===== src/rtl/txq_pkg.sv =====
package txq_pkg;
  localparam int LEN_W    = 11;
  localparam int BIT_LAST = 15;
  localparam int BIT_EXH  = 27;
  localparam int BIT_UNDR = 28;
  localparam int BIT_WRAP = 30;
  localparam int BIT_USED = 31;

  typedef enum logic [3:0] {
    S_IDLE, S_STAT_REQ, S_STAT_WAIT, S_ADDR_REQ, S_ADDR_WAIT,
    S_FETCH, S_FETCH_WAIT, S_SEND, S_NEXT, S_WB
  } walk_state_e;
endpackage


===== src/rtl/txq_byte_lane.sv =====
module txq_byte_lane #(
  parameter bit LSB_FIRST = 1'b1
) (
  input  logic        clk_i,
  input  logic        rst_ni,
  input  logic        load_i,
  input  logic [31:0] word_i,
  input  logic [2:0]  cnt_i,
  input  logic        pop_i,
  input  logic        flush_i,
  output logic [7:0]  byte_o,
  output logic        avail_o,
  output logic        final_o
);
  logic [31:0] sh_q;
  logic [31:0] sh_nx;
  logic [2:0]  cnt_q;

  generate
    if (LSB_FIRST) begin : g_lsb
      assign byte_o = sh_q[7:0];
      assign sh_nx  = {8'h00, sh_q[31:8]};
    end else begin : g_msb
      assign byte_o = sh_q[31:24];
      assign sh_nx  = {sh_q[23:0], 8'h00};
    end
  endgenerate

  assign avail_o = (cnt_q != 3'd0);
  assign final_o = (cnt_q == 3'd1);

  always_ff @(posedge clk_i or negedge rst_ni) begin
    if (!rst_ni) begin
      sh_q  <= '0;
      cnt_q <= '0;
    end else if (flush_i) begin
      cnt_q <= '0;
    end else if (load_i) begin
      sh_q  <= word_i;
      cnt_q <= cnt_i;
    end else if (pop_i && avail_o) begin
      sh_q  <= sh_nx;
      cnt_q <= cnt_q - 3'd1;
    end
  end
endmodule


===== src/rtl/txq_done_flag.sv =====
module txq_done_flag (
  input  logic clk_i,
  input  logic rst_ni,
  input  logic set_i,
  input  logic clr_i,
  output logic done_o
);
  always_ff @(posedge clk_i or negedge rst_ni) begin
    if (!rst_ni)     done_o <= 1'b0;
    else if (set_i)  done_o <= 1'b1;   // completion beats clear
    else if (clr_i)  done_o <= 1'b0;
  end
endmodule


===== src/rtl/txq_walker.sv =====
module txq_walker
  import txq_pkg::*;
#(
  parameter int AW = 16
) (
  input  logic          clk_i,
  input  logic          rst_ni,
  input  logic          start_i,
  input  logic          enable_i,
  input  logic          underrun_i,
  input  logic [AW-1:0] qbase_i,
  output logic          mem_req_o,
  output logic          mem_we_o,
  output logic [AW-1:0] mem_addr_o,
  output logic [31:0]   mem_wdata_o,
  input  logic [31:0]   mem_rdata_i,
  output logic          lane_load_o,
  output logic [2:0]    lane_cnt_o,
  output logic          lane_flush_o,
  output logic          lane_pop_o,
  input  logic          lane_avail_i,
  input  logic          lane_final_i,
  input  logic          tx_ready_i,
  output logic          tx_valid_o,
  output logic          tx_last_o,
  output logic          done_set_o
);
  localparam logic [AW-1:0] ONE = AW'(1);
  localparam logic [AW-1:0] TWO = AW'(2);

  walk_state_e state_q;
  logic [AW-1:0]    ptr_q, first_ptr_q, waddr_q;
  logic [31:0]      first_stat_q;
  logic [LEN_W-1:0] remain_q;
  logic [LEN_W-1:0] cur_len_q;
  logic             cur_last_q, cur_wrap_q, in_frame_q;
  logic             flag_exh_q, flag_undr_q;
  logic             streaming, abort, buf_done;

  assign streaming = (state_q == S_FETCH) || (state_q == S_FETCH_WAIT) || (state_q == S_SEND);
  assign abort     = streaming && underrun_i;
  assign tx_valid_o = (state_q == S_SEND) && lane_avail_i;
  assign lane_pop_o = tx_valid_o && tx_ready_i;
  assign buf_done   = lane_pop_o && lane_final_i && (remain_q == '0);
  assign tx_last_o  = tx_valid_o && lane_final_i && (remain_q == '0) && cur_last_q;
  assign lane_load_o  = (state_q == S_FETCH_WAIT);
  assign lane_flush_o = abort;
  assign lane_cnt_o   = (remain_q >= LEN_W'(4)) ? 3'd4 : remain_q[2:0];
  assign done_set_o   = (state_q == S_WB) && !flag_exh_q && !flag_undr_q;

  always_comb begin
    mem_req_o   = 1'b0;
    mem_we_o    = 1'b0;
    mem_addr_o  = ptr_q + ONE;
    mem_wdata_o = first_stat_q;
    mem_wdata_o[BIT_USED] = 1'b1;
    if (flag_exh_q)  mem_wdata_o[BIT_EXH]  = 1'b1;
    if (flag_undr_q) mem_wdata_o[BIT_UNDR] = 1'b1;
    unique case (state_q)
      S_STAT_REQ: mem_req_o = 1'b1;
      S_ADDR_REQ: begin mem_req_o = 1'b1; mem_addr_o = ptr_q; end
      S_FETCH:    begin mem_req_o = !underrun_i; mem_addr_o = waddr_q; end
      S_WB:       begin mem_req_o = 1'b1; mem_we_o = 1'b1; mem_addr_o = first_ptr_q + ONE; end
      default: ;
    endcase
  end

  always_ff @(posedge clk_i or negedge rst_ni) begin
    if (!rst_ni) begin
      state_q      <= S_IDLE;
      ptr_q        <= '0;
      first_ptr_q  <= '0;
      waddr_q      <= '0;
      first_stat_q <= '0;
      remain_q     <= '0;
      cur_len_q    <= '0;
      cur_last_q   <= 1'b0;
      cur_wrap_q   <= 1'b0;
      in_frame_q   <= 1'b0;
      flag_exh_q   <= 1'b0;
      flag_undr_q  <= 1'b0;
    end else if (abort) begin
      flag_undr_q <= 1'b1;
      state_q     <= S_WB;
    end else begin
      unique case (state_q)
        S_IDLE: if (start_i && enable_i) begin
          ptr_q       <= qbase_i;
          in_frame_q  <= 1'b0;
          flag_exh_q  <= 1'b0;
          flag_undr_q <= 1'b0;
          state_q     <= S_STAT_REQ;
        end
        S_STAT_REQ: state_q <= S_STAT_WAIT;
        S_STAT_WAIT: begin
          if (mem_rdata_i[BIT_USED]) begin
            if (in_frame_q) begin
              flag_exh_q <= 1'b1;
              state_q    <= S_WB;
            end else begin
              state_q <= S_IDLE;
            end
          end else begin
            cur_len_q  <= mem_rdata_i[LEN_W-1:0];
            cur_last_q <= mem_rdata_i[BIT_LAST];
            cur_wrap_q <= mem_rdata_i[BIT_WRAP];
            if (!in_frame_q) begin
              first_ptr_q  <= ptr_q;
              first_stat_q <= mem_rdata_i;
              in_frame_q   <= 1'b1;
            end
            state_q <= S_ADDR_REQ;
          end
        end
        S_ADDR_REQ: state_q <= S_ADDR_WAIT;
        S_ADDR_WAIT: begin
          waddr_q  <= mem_rdata_i[AW-1:0];
          remain_q <= cur_len_q;
          if (cur_len_q != '0) state_q <= S_FETCH;
          else if (cur_last_q)  state_q <= S_WB;
          else                  state_q <= S_NEXT;
        end
        S_FETCH: begin
          waddr_q <= waddr_q + ONE;
          state_q <= S_FETCH_WAIT;
        end
        S_FETCH_WAIT: begin
          remain_q <= remain_q - LEN_W'(lane_cnt_o);
          state_q  <= S_SEND;
        end
        S_SEND: begin
          if (lane_pop_o && lane_final_i) begin
            if (!buf_done)       state_q <= S_FETCH;
            else if (cur_last_q) state_q <= S_WB;
            else                 state_q <= S_NEXT;
          end
        end
        S_NEXT: begin
          ptr_q   <= cur_wrap_q ? qbase_i : ptr_q + TWO;
          state_q <= S_STAT_REQ;
        end
        S_WB: begin
          in_frame_q <= 1'b0;
          state_q    <= S_IDLE;
        end
        default: state_q <= S_IDLE;
      endcase
    end
  end
endmodule


===== src/rtl/txq_reader.sv =====
module txq_reader #(
  parameter int AW        = 16,
  parameter bit LSB_FIRST = 1'b1
) (
  input  logic          clk_i,
  input  logic          rst_ni,
  input  logic          tx_en_i,
  input  logic          tx_start_i,
  input  logic          done_clr_i,
  input  logic [AW-1:0] qbase_i,
  input  logic          underrun_i,
  output logic          mem_req_o,
  output logic          mem_we_o,
  output logic [AW-1:0] mem_addr_o,
  output logic [31:0]   mem_wdata_o,
  input  logic [31:0]   mem_rdata_i,
  output logic          tx_valid_o,
  output logic [7:0]    tx_data_o,
  output logic          tx_last_o,
  input  logic          tx_ready_i,
  output logic          tx_done_o
);
  logic       lane_load, lane_flush, lane_pop, lane_avail, lane_final, done_set;
  logic [2:0] lane_cnt;

  txq_walker #(.AW(AW)) u_walk (
    .clk_i        (clk_i),
    .rst_ni       (rst_ni),
    .start_i      (tx_start_i),
    .enable_i     (tx_en_i),
    .underrun_i   (underrun_i),
    .qbase_i      (qbase_i),
    .mem_req_o    (mem_req_o),
    .mem_we_o     (mem_we_o),
    .mem_addr_o   (mem_addr_o),
    .mem_wdata_o  (mem_wdata_o),
    .mem_rdata_i  (mem_rdata_i),
    .lane_load_o  (lane_load),
    .lane_cnt_o   (lane_cnt),
    .lane_flush_o (lane_flush),
    .lane_pop_o   (lane_pop),
    .lane_avail_i (lane_avail),
    .lane_final_i (lane_final),
    .tx_ready_i   (tx_ready_i),
    .tx_valid_o   (tx_valid_o),
    .tx_last_o    (tx_last_o),
    .done_set_o   (done_set)
  );

  txq_byte_lane #(.LSB_FIRST(LSB_FIRST)) u_lane (
    .clk_i   (clk_i),
    .rst_ni  (rst_ni),
    .load_i  (lane_load),
    .word_i  (mem_rdata_i),
    .cnt_i   (lane_cnt),
    .pop_i   (lane_pop),
    .flush_i (lane_flush),
    .byte_o  (tx_data_o),
    .avail_o (lane_avail),
    .final_o (lane_final)
  );

  txq_done_flag u_done (
    .clk_i  (clk_i),
    .rst_ni (rst_ni),
    .set_i  (done_set),
    .clr_i  (done_clr_i),
    .done_o (tx_done_o)
  );
endmodule


===== config.mk =====
export PLATFORM = sky130hd
export DESIGN_NAME = txq_reader
export DESIGN_NICKNAME = d
export VERILOG_FILES = /design/src/rtl/txq_pkg.sv /design/src/rtl/txq_byte_lane.sv /design/src/rtl/txq_done_flag.sv /design/src/rtl/txq_walker.sv /design/src/rtl/txq_reader.sv
export SDC_FILE = /design/constraint.sdc
export NUM_CORES = 1
export LEC_CHECK = 0
export BUFFER_PORTS_ARGS = -buffer_cell sky130_fd_sc_hd__buf_2
export CELL_PAD_IN_SITES_DETAIL_PLACEMENT = 1
export CELL_PAD_IN_SITES_GLOBAL_PLACEMENT = 2
export CORE_ASPECT_RATIO = 1.25
export CORE_MARGIN = 1
export CORE_UTILIZATION = 33
export DETAILED_ROUTE_END_ITERATION = 16
export PLACE_DENSITY_LB_ADDON = 0.1
export SLEW_MARGIN = 20
export SYNTH_ARGS = -nofsm -noshare
export SYNTH_HDL_FRONTEND = slang
export SYNTH_SLANG_ARGS = --single-unit

===== constraint.sdc =====
create_clock -name clk_i -period 2.4 [get_ports clk_i]
set_input_delay 0.12 -clock clk_i [delete_from_list [all_inputs] [get_ports clk_i]]
set_output_delay 0.12 -clock clk_i [all_outputs]
set_load 0.01 [all_outputs]

# Yosys cells after proc, flatten, opt, wreduce, memory -nomap -nowiden
# Cells that the tools add are included.
# Widths: inputs -> output; s select.
# word_totals
output_inout_bits	61
register_bits	146
wordCells	118
inputBits	55
# classes
addsub	6
magnitude_cmp	1
muxes	35
reduce_logical	42
n_bitwise	3
eq_ne	16
# op_table
op	n
$mux 32	2
$pmux 16 s2	2
$add 16x1->16 const B	3
$pmux 16 s3	1
$pmux 4 s9	1
$mux 16	2
$mux 4	7
$pmux 11 s2	1
$add 16x2->16 const B	1
$eq 4x3->1 const B	4
$reduce_bool 2->1	8
$logic_and 1x1->1	12
$mux 1	12
$mux 3	4
$ge 11x3->1 const B	1
$logic_not 11->1	1
$reduce_bool 11->1	1
$sub 11x3->11	1
$reduce_and 2->1	5
$reduce_bool 3->1	3
$eq 4x2->1 const B	2
$eq 4x4->1 const B	2
$reduce_and 4->1	2
$reduce_and 3->1	2
15 further kinds	23

# Logic depth before layout (Yosys ltp)
# depth
depth_word	9
ltp_mapped	15
ltp_nobuf	10

# Modules after synthesis
# A second synthesis with hierarchy kept.
# unflattened
hier_cells	867
area_unflattened_um2	8371.8
# modules_own_cells
mod	seq_area_each_um2	instances	cells_each	area_per_inst_um2
txq_walker	2752.6	1	705	6597.6
txq_byte_lane	875.8	1	159	1737.9
txq_done_flag	25.0	1	3	36.3

# Worst setup path after synthesis
# OpenSTA, ideal clock, no wires.
# synth_path
kind	reg-to-output
startpoint	reg u_walk.state_q[1]
endpoint	out mem_addr_o[4]
t_arrival_ns	2.312
path_stages_with_launch	16
setup_slack_ns	-0.032
n_path_buf	5
path_cell_list	dfrtp_1 buf_2 nand4bb_1 buf_4 inv_2 buf_6 buf_6 nand2_1 nand2_1 ha_1 clkbuf_1 nand3_1 xnor2_1 nand2_1 o21ai_0 o211ai_1
# synth_via
elab_chain_cells	2
word_cells_on_any_way	4
# synth_rtl
element	line_no	text
start, declared	txq_walker.sv:31	walk_state_e state_q;
start signal, assigned	txq_walker.sv:70	state_q <= S_IDLE;
start signal, assigned	txq_walker.sv:84	state_q <= S_WB;
start signal, assigned	txq_walker.sv:92	state_q <= S_STAT_REQ;
$eq 4x4->1, or another cell as far along	txq_walker.sv:59	unique case (state_q)
$pmux 16 s3 (*)	txq_walker.sv:59	
end, declared	txq_reader.sv:14	output logic [AW-1:0] mem_addr_o,
# Mark *: on every way between the ends. The rest lies on a longest branch, timed or not.

# Worst setup path after layout
# layout_path
startpoint	reg u_walk.state_q[1]
endpoint	out mem_addr_o[15]
# Same word-level chain as after synthesis.

==> run metrics <==
die area=about 0.026 sq mm; sequential area share after synthesis=44.20%; Final Cycle Share=98.37%; CTS Buffer Depth=2; Top FF cell, synth=dfrtp_1; CTS H-Tree Depth=4; CTS tree=yes; Ys Warns=0; dpl hpwl=19.49 mm; Worst EP arrival=2240 ps; crit end category=output port; initial core utilization=about 34%; Comb pwr share=41.9%; setup ws final=slightly below 40 ps; CP bufs+invs=2; Final GP Congestion=0.8744; final setup skew=11.87 ps; Internal=between 0.008 and 0.009 W; final hold viol count=0; DR vias/cell=5.383; Post-synth EDFFs=0; pin count of the biggest net entering global routing=64; CTS buffer count=17; FMAX=0.4236 GHz; Yosys top cell by area=dfrtp_1; initial antenna violation count=0; flop2flop setup slack=290 ps; hold_sp=qbase_i[14]; asr flop ratio synth=100.0%; routed vias=7148; final wirelength=27.00 mm; maximum VDD drop=just over 0.0006 V; I/O Buffers=114; number of global-route vias before repair=7494; Final Total Pwr=about 0.013 W; Synth area leaders=dfrtp_1 44%, mux2_2 8.6%, nand2_1 5.9%; Area growth syn-to-layout=22.39%; status=complete, no violations; drt initial violations=between 200 and 300; Worst path top cell family by delay=simple AND/OR/NAND/NOR gates; Yosys top cell area share=44.20%; GRT Util Overall=21.68%; first-pass GRT wire length=41.93 mm; RSZ-0062 raised after global routing=yes; CP Data Required Time=between 2000 and 2500 ps; critical path peak fanout=5; Synth Cell Area=0.008265 sq mm; setup TNS=0 ps; endpoints failing setup=0; clock network power share=21.7%; max_slew headroom=54.69%; Avg Inst Size Synth=9.393 sq um; DRT antenna net count=0; pre-CTS setup slack=approximately 260 ps; layout cells sized above 1=28.59%; Top Ports=116; Worst-Skew Late Latency=~430 ps; pwr dens=1322 mW/mm^2; Slowest cell on crit path=dfrtp_1; WL/cell=20.33 um; Max Cap Violations=0; clock period minus worst slack=~2400 ps; Synth cell types=64; worst-path cell chain=nand4bb_4, buf_4, nor3_4, o221ai_1, xnor2_1, o211ai_1, buf_2; fillers=2816; grt ovf=0; Flop pwr share=36.4%; number of synthesized register bits=146; CP startpoint kind=register; first element of the critical path=u_walk.state_q[1]$_DFFE_PN0P_; Clock Pin Slew Worst Setup and Hold Paths=70 ps; floorplan row count=64; CTS Sinks=146; die height=approximately 180 um; critical path class=register to output port; RR Startpoint=u_walk.state_q[0]$_DFFE_PN0P_; clock root buffer=clkbuf_16; Mapped Cells=just under 900; Layout Nets=1047; Least-Margin Pin Slew=673.4 ps; DRC=0; Net Sw Frac=39.73%; Pleak=4.219 nW; Die W=~140 um; core area=0.02450 sq mm; DRT Pass-1 Iters=4; Tightest Hold Check Type=primary input to register; Largest stage delay, worst path=380 ps; fin. max-slew vios=0; Switch Pwr=0.005315 W
## routing by layer
layer	GRT usage, %	vias up	share of wire (%)
met5	0	-	0
li1	-	3336	-
met1	26.00	3645	43
met4	6.516	0	1.9
met2	39.36	137	52
met3	3.499	30	2.8
## area by class of cell
class,instances,area [sq um],area share [%]
well taps,330,412.9,4.082
diodes,1,2.502,0.02474
inverters,9,36.28,0.3587
clock inverters,9,151.4,1.497
multi-input cells,627,4103,40.56
repair buffers,183,1264,12.49
flip-flops and latches,146,3659,36.17
clock buffers,23,488.0,4.824
## layout by cell type (no fill, tap or decap), types with 23 or more instances in the layout
master	instances
a31oi_1	30
dlygate4sd3_1	26
buf_2	113
nand2_1	126
dfrtp_1	142
mux2_2	62
nand3_1	23
o21ai_0	32
buf_4	34
a21oi_1	58
nor2_1	55
## stage by stage
| step | util (%) | cells | hold slack [ps] | instance area [sq um] |
|---|---|---|---|---|
| floorplan | - | 881 | -175.6 | 8270 |
| global placement | 36.81 | 1263 | 35.29 | 9019 |
| detailed placement | 36.81 | 1263 | 34.32 | 9019 |
| CTS | 40.77 | 1321 | 4.839 | 9990 |
| global route | 41.27 | 1327 | 22.92 | 10110 |
| finish | 41.28 | 1328 | 15.32 | 10120 |
## sequential cells by signal (all words and copies together), names as in the netlist
name / cells
u_walk.ptr_q: 16
u_walk.in_frame_q: 1
u_walk.cur_wrap_q: 1
u_walk.remain_q: 11
u_walk.waddr_q: 16
u_walk.first_ptr_q: 16
u_walk.state_q: 4
u_walk.cur_len_q: 11
u_lane.sh_q: 32
u_walk.cur_last_q: 1
u_lane.cnt_q: 3
u_walk.flag_exh_q: 1
u_done.done_o: 1
u_walk.flag_undr_q: 1
u_walk.first_stat_q: 31
## repair_timing
action	4_1_cts	5_1_grt
pin swaps	8	9
hold endpoints to repair	151	0
endpoints found under the setup margin	13	16
gates resized for setup	17	19
buffers inserted	0	5
hold buffers	26	0
cloned	0	1
## path summary, 6_finish.rpt
| check | cells after the start | end |
|---|---|---|
| worst max-delay path | 7 | mem_addr_o[15] |
| worst min-delay path | 3 | u_walk.ptr_q[14]$_DFFE_PN0P_ |
| worst max register to register | 6 | u_walk.first_stat_q[0]$_DFFE_PN0P_ |
| worst min register to register | 1 | u_done.done_o$_DFFE_PN0P_ |
| max in group asynchronous | 3 | u_walk.ptr_q[0]$_DFFE_PN0P_ |
| min in group asynchronous | 2 | u_walk.remain_q[9]$_DFFE_PN0P_ |
## cell usage after synthesis, drive strengths merged, types with 3 or more instances
cell / n
nand3: 25
nor2: 56
a21oi: 59
nor2b: 9
nand4: 14
inv: 9
and3: 4
a22oi: 9
a211oi: 5
o21a: 3
o211ai: 8
clkbuf: 27
xnor2: 14
nand2: 129
o22ai: 20
dfrtp: 146
xor2: 7
a2bb2oi: 18
ha: 8
nor3: 14
o32ai: 7
o31ai: 3
buf: 72
and2: 6
o21ai: 40
a21o: 5
o41ai: 3
nand2b: 5
or2: 6
a22o: 9
a31oi: 30
mux2i: 14
nor4: 9
mux2: 63
## cells by family after synthesis
family | after synthesis | share of synthesized area [%]
simple gates | 288 | 16.47
other cells | 2 | 0.09086
fa+ha+maj | 8 | 1.211
flops | 146 | 44.20
mux | 77 | 10.28
compound gates | 230 | 17.95
buf+inv | 108 | 7.569
xor+xnor | 21 | 2.225
## power by group through the flow
stage	combinational (W)	clock (W)	sequential [W]
5_1_grt	0.00621	0.00306	0.00502
3_5_place_dp	0.00541	0	0.00487
4_1_cts	0.00556	0.00297	0.00485
6_report	0.00561	0.00290	0.00486
3_3_place_gp	0.00528	0	0.00480
2_1_floorplan	0.00420	0	0.00432
## tightest hold or removal path: stages
cell	delay [ps]
buf_2	80
o32ai_1	70
a21oi_1	140
Note: power is estimated with default switching activity, not from simulation.
